`src/rtl/pwr_ser_pkg.sv`:
```
package pwr_ser_pkg;

  typedef struct packed {
    logic       dbl;
    logic       fe_sel;
    logic [1:0] rsvd;
    logic       flag1;
    logic       flag0;
    logic       pdn;
    logic       idle;
  } pctl_t;

  localparam logic [7:0] PCTL_WMASK = 8'hCF;
  localparam logic [7:0] PCTL_RST   = 8'h00;

  function automatic pctl_t pctl_write(input logic [7:0] wdata);
    return pctl_t'(wdata & PCTL_WMASK);
  endfunction

  function automatic logic cpu_enable(input logic pdn, input logic idle);
    return ~(pdn | idle);
  endfunction

  function automatic logic per_enable(input logic pdn);
    return ~pdn;
  endfunction

endpackage

```
`src/rtl/pwr_ser_regfile.sv`:
```
module pwr_ser_regfile
  import pwr_ser_pkg::*;
#(
  parameter int ADDR_W = 8,
  parameter logic [ADDR_W-1:0] REG_ADDR = 8'h87
) (
  input  logic              clk,
  input  logic              rst_n,
  input  logic [ADDR_W-1:0] addr,
  input  logic              wr,
  input  logic [7:0]        wdata,
  input  logic              irq_wake,
  input  logic              ext_wake,
  output pctl_t             pctl_q,
  output logic [7:0]        rdata
);

  logic  hit;
  logic  wr_hit;
  pctl_t pctl_d;

  always_comb begin
    hit    = (addr == REG_ADDR);
    wr_hit = wr && hit;
  end

  always_comb begin
    pctl_d = pctl_q;
    if (wr_hit) pctl_d = pctl_write(wdata);
    if (irq_wake) pctl_d.idle = 1'b0;
    if (ext_wake) pctl_d.pdn  = 1'b0;
  end

  always_ff @(posedge clk) begin
    if (!rst_n) pctl_q <= pctl_t'(PCTL_RST);
    else        pctl_q <= pctl_d;
  end

  always_comb rdata = hit ? 8'(pctl_q) : 8'h00;

  AST_IRQ_CLEARS_IDLE: assert property (@(posedge clk) disable iff (!rst_n)
    irq_wake |=> !pctl_q.idle);
  AST_EXT_CLEARS_PDN: assert property (@(posedge clk) disable iff (!rst_n)
    ext_wake |=> !pctl_q.pdn);
  AST_WRITE_LANDS: assert property (@(posedge clk) disable iff (!rst_n)
    (wr_hit && !irq_wake && !ext_wake) |=> (8'(pctl_q) == ($past(wdata) & 8'hCF)));
  AST_NO_STRAY_WRITE: assert property (@(posedge clk) disable iff (!rst_n)
    (!wr_hit && !irq_wake && !ext_wake) |=> $stable(pctl_q));
  always_comb begin
    if (rst_n) AST_RSVD_ZERO: assert (rdata[5:4] == 2'b00);
  end

endmodule

```
`src/rtl/pwr_ser_clk_ctl.sv`:
```
module pwr_ser_clk_ctl
  import pwr_ser_pkg::*;
(
  input  logic clk,
  input  logic rst_n,
  input  logic pdn,
  input  logic idle,
  output logic cpu_en,
  output logic per_en
);

  always_comb begin
    cpu_en = cpu_enable(pdn, idle);
    per_en = per_enable(pdn);
  end

  AST_PER_OFF_CPU_OFF: assert property (@(posedge clk) disable iff (!rst_n)
    !per_en |-> !cpu_en);

endmodule

```
`src/rtl/pwr_ser_baud_sel.sv`:
```
module pwr_ser_baud_sel #(
  parameter int MODE_W = 2
) (
  input  logic              clk,
  input  logic              rst_n,
  input  logic              dbl,
  input  logic [MODE_W-1:0] mode,
  output logic              baud_x2
);

  localparam logic [MODE_W-1:0] MODE_ZERO = '0;

  always_comb baud_x2 = dbl && (mode != MODE_ZERO);

  AST_MODE0_NO_DOUBLE: assert property (@(posedge clk) disable iff (!rst_n)
    (mode == MODE_ZERO) |-> !baud_x2);

endmodule

```
`src/rtl/pwr_ser_scon_mux.sv`:
```
module pwr_ser_scon_mux #(
  parameter int ADDR_W = 8,
  parameter logic [ADDR_W-1:0] SCON_ADDR = 8'h98
) (
  input  logic              clk,
  input  logic              rst_n,
  input  logic [ADDR_W-1:0] addr,
  input  logic              wr,
  input  logic              wbit_in,
  input  logic              fe_sel,
  input  logic              fe_in,
  input  logic              mode_in,
  output logic              fe_we,
  output logic              mode_we,
  output logic              wbit,
  output logic              rd_bit
);

  logic scon_wr;

  always_comb begin
    scon_wr = wr && (addr == SCON_ADDR);
    fe_we   = scon_wr && fe_sel;
    mode_we = scon_wr && !fe_sel;
    wbit    = wbit_in;
    rd_bit  = fe_sel ? fe_in : mode_in;
  end

  AST_ONE_STROBE: assert property (@(posedge clk) disable iff (!rst_n)
    $onehot0({fe_we, mode_we}));

endmodule

```
`src/rtl/pwr_ser_ctl.sv`:
```
module pwr_ser_ctl
  import pwr_ser_pkg::*;
#(
  parameter int ADDR_W = 8,
  parameter int MODE_W = 2,
  parameter logic [ADDR_W-1:0] REG_ADDR  = 8'h87,
  parameter logic [ADDR_W-1:0] SCON_ADDR = 8'h98
) (
  input  logic              clk,
  input  logic              rst_n,
  input  logic [ADDR_W-1:0] sfr_addr,
  input  logic              sfr_wr,
  input  logic [7:0]        sfr_wdata,
  output logic [7:0]        sfr_rdata,
  input  logic              irq_wake,
  input  logic              ext_wake,
  input  logic [MODE_W-1:0] ser_mode,
  output logic              cpu_clk_en,
  output logic              per_clk_en,
  output logic              baud_x2,
  input  logic              scon_b7_fe_in,
  input  logic              scon_b7_mode_in,
  output logic              scon_b7_rd,
  output logic              scon_b7_fe_we,
  output logic              scon_b7_mode_we,
  output logic              scon_b7_wbit
);

  pctl_t pctl;

  pwr_ser_regfile #(.ADDR_W(ADDR_W), .REG_ADDR(REG_ADDR)) u_reg (
    .clk(clk), .rst_n(rst_n), .addr(sfr_addr), .wr(sfr_wr), .wdata(sfr_wdata),
    .irq_wake(irq_wake), .ext_wake(ext_wake), .pctl_q(pctl), .rdata(sfr_rdata)
  );

  pwr_ser_clk_ctl u_clk (
    .clk(clk), .rst_n(rst_n), .pdn(pctl.pdn), .idle(pctl.idle),
    .cpu_en(cpu_clk_en), .per_en(per_clk_en)
  );

  pwr_ser_baud_sel #(.MODE_W(MODE_W)) u_baud (
    .clk(clk), .rst_n(rst_n), .dbl(pctl.dbl), .mode(ser_mode), .baud_x2(baud_x2)
  );

  pwr_ser_scon_mux #(.ADDR_W(ADDR_W), .SCON_ADDR(SCON_ADDR)) u_scon (
    .clk(clk), .rst_n(rst_n), .addr(sfr_addr), .wr(sfr_wr), .wbit_in(sfr_wdata[7]),
    .fe_sel(pctl.fe_sel), .fe_in(scon_b7_fe_in), .mode_in(scon_b7_mode_in),
    .fe_we(scon_b7_fe_we), .mode_we(scon_b7_mode_we), .wbit(scon_b7_wbit),
    .rd_bit(scon_b7_rd)
  );

  AST_PDN_STOPS_ALL: assert property (@(posedge clk) disable iff (!rst_n)
    ($past(ext_wake) == 1'b0 && sfr_rdata == 8'h00 && sfr_addr == REG_ADDR) |-> per_clk_en);
  AST_IDLE_KEEPS_PER: assert property (@(posedge clk) disable iff (!rst_n)
    (sfr_addr == REG_ADDR && sfr_rdata[1:0] == 2'b01) |-> (per_clk_en && !cpu_clk_en));

endmodule

```
`config.mk`:
```
export PLATFORM = sky130hd
export DESIGN_NAME = pwr_ser_ctl
export DESIGN_NICKNAME = d
export VERILOG_FILES = /design/src/rtl/pwr_ser_pkg.sv /design/src/rtl/pwr_ser_regfile.sv /design/src/rtl/pwr_ser_clk_ctl.sv /design/src/rtl/pwr_ser_baud_sel.sv /design/src/rtl/pwr_ser_scon_mux.sv /design/src/rtl/pwr_ser_ctl.sv
export SDC_FILE = /design/constraint.sdc
export NUM_CORES = 1
export LEC_CHECK = 0
export ABC_AREA = 1
export BUFFER_PORTS_ARGS = -buffer_cell sky130_fd_sc_hd__buf_2
export CORE_MARGIN = 1
export CORE_UTILIZATION = 37
export CTS_CLUSTER_DIAMETER = 50
export DETAILED_ROUTE_END_ITERATION = 8
export PLACE_DENSITY = 0.78
export REMOVE_ABC_BUFFERS = 1
export SLEW_MARGIN = 20
export SYNTH_ARGS = -nofsm -noshare
export SYNTH_HDL_FRONTEND = slang
export SYNTH_SLANG_ARGS = --single-unit
```
`constraint.sdc`:
```
create_clock -name clk -period 1 [get_ports clk]
set_input_delay 0.1 -clock clk [delete_from_list [all_inputs] [get_ports clk]]
set_output_delay 0.1 -clock clk [all_outputs]
set_load 0.05 [all_outputs]
```
==> impl_metrics.tcl <==
set metrics [dict create \
    power.density_mw_per_mm2 755 \
    vias 646 \
    dieHeight_um 38.2 \
    clock.fmax_ghz 0.946 \
    vdd_drop_max_mv 0.655 \
    yosysUniqueCellTypes 12 \
    final.min_clock_period_ns 1.06 \
    pwr-share-clk_pct 37.1 \
    path_clk_slew_ns 0.05 \
    clock-skew-final_ns 0 \
    met1_usage_pct 20.3 \
    path_max_fanout 4 \
    status "complete, but fails checks" \
    rsz0062_at_grt "yes" \
    dieArea_mm2 0.00146 \
    synth_seq_area_share_pct 24.7 \
    area_delta_synth_final_pct 69.3 \
    fp.coreArea_mm2 0.00116 \
    largest-register "u_reg.pctl_q" \
    cts.sinks 6 \
    grt_pass1_vias 512 \
    cts-buffers-inserted 3 \
    grtUsageMet3_pct 5.23 \
    routed_wl_um 1200 \
    top_usage_layer "met2" \
    synthesis.area_um2 485 \
    ys_warn_count 0 \
    cp-end-kind "primary output" \
    drv_cap 0 \
    final_cell_mix "22 x buf_2, 19 x nand2_1, 17 x inv_1" \
    clock_latency_ns 0.25 \
    setup_viol 4 \
    setup_slack_ns -0.0572 \
    critPathLaunchType "register" \
    dp_hpwl_um 901 \
    cts_tree "done" \
    required_ns 0.90 \
    power_mw 0.621 \
    largestRegisters "u_reg.pctl_q x6" \
    synth-seq-cells 6 \
    nNetsFinal 152 \
    pwr-share-seq_pct 38.7 \
    cts_setup_buffers 0 \
    firstDrtPassIters 4 \
    overflow 0 \
    power_frac_comb_pct 24.2 \
    critPathKind "register to primary output" \
    ant_nets 0 \
    drc 0 \
    drive_gt1_share_pct 53.6 \
    cts_max_path_buffers 2 \
    internal_power_mw 0.436 \
    slew_viol_final 0 \
    p_leak_nw 0.448 \
    drtIter0Drc 8 \
    fin_crit_sh_pct 106 \
    crit_arrival_ns 0.96 \
    vias_per_cell 4.65 \
    rows 12 \
    grt.total_usage_pct 17.5 \
    ctsRootBufferMaster "clkbuf_4" \
    place.gp.congestion 0.728 \
    swShare_pct 29.7 \
    wl_per_cell_um 8.65 \
    grt_pass1_wl_um 1810 \
    antenna_cells 0 \
    violations "setup timing" \
    largest_register_ffs 6 \
    pre_cts_slack_ns -0.0704 \
    netlist_instances 87 \
    initial_utilization_pct 42.0 \
    syn_avg_cell_area_um2 5.58 \
    hold_violations 0 \
    hold_path_class "primary input to register" \
    io_buffers 35 \
    grt_start_max_net_pins 8 \
    switchingPower_mw 0.185 \
    use_met2_pct 30.5 \
    htreeDepth 1 \
    final_common_cell "buf_2" \
    cts_hold_buffers 0 \
    fillCellCount 106 \
    antenna_found_initial 0 \
    die_x_um 38.2 \
    hold_slack_ns 0.0867 \
    ios 40 \
]
## area by class of cell
cell class	instances	area (um^2)	share of cell area (%)
clock buffer	3	22.5	2.74
tap	14	17.5	2.13
sequential	6	125	15.2
inverter	24	90.1	11.0
multi-input combinational	54	292	35.5
timing repair buffer	38	275	33.5
## power by group through the flow
stage	Clock, mW	Sequential (mW)	Combinational (mW)
after floorplan	0	0.245	0.0640
after global placement	0	0.245	0.135
after detailed placement	0	0.245	0.137
after CTS	0.232	0.240	0.141
after global routing	0.253	0.240	0.164
final	0.230	0.240	0.151
## per-layer routing
metal  share of wire, %  vias up
li1                   -      327
met1                 36      292
met2                 58       25
met3                5.1        2
met4               0.50        0
met5                  0        -
## final timing paths
| check | end | depth (start not counted) | startpoint | slack [ns] |
|---|---|---|---|---|
| worst max-delay path | scon_b7_fe_we | 3 | u_reg.pctl_q[6] | -0.06 |
| worst min-delay path | u_reg.pctl_q[1] | 4 | ext_wake | 0.09 |
| worst max register to register | u_reg.pctl_q[6] | 4 | u_reg.pctl_q[6] | 0.36 |
| worst min register to register | u_reg.pctl_q[0] | 4 | u_reg.pctl_q[0] | 0.54 |
## cell families (layout without fill, tap and decap cells)
| family | count (synthesis) | after routing | share of synthesized area, % |
|---|---|---|---|
| other | 1 | 2 | 0.772 |
| and+or+nand+nor | 52 | 52 | 50.3 |
| buffers and inverters | 28 | 65 | 24.2 |
| DFF | 6 | 6 | 24.7 |
## cells in the mapped netlist (all sizes together)
master  count  area, um^2
nor2       21        93.8
dfxtp       6         120
conb        1        3.75
inv        24        90.1
nand2      21        78.8
nor3        2        10.0
nand4       7        43.8
nand3       1        17.5
buf         4        27.5
## per-stage QoR
| stage | instance area [um^2] | setup TNS (ns) | util, % | std cells |
|---|---|---|---|---|
| 5_1_grt | 822 | -0.421 | 71.1 | 139 |
| 3_5_place_dp | 677 | -0.411 | 58.5 | 136 |
| 2_1_floorplan | 462 | -2.39 | - | 84 |
| 6_report | 822 | -0.136 | 71.1 | 139 |
| 4_1_cts | 756 | -0.0627 | 65.4 | 139 |
| 3_3_place_gp | 677 | -0.349 | 58.5 | 136 |
## worst max-delay path: stages, from the launching register on
cell,delay (ns)
dfxtp_2,0.35
inv_2,0.06
nor2_1,0.13
buf_6,0.17
## repair_timing
item,in CTS,in global routing
resized for setup,23,23
setup endpoints to repair,11,12
pin swaps,5,6
Power figures use the tool's default switching activity.
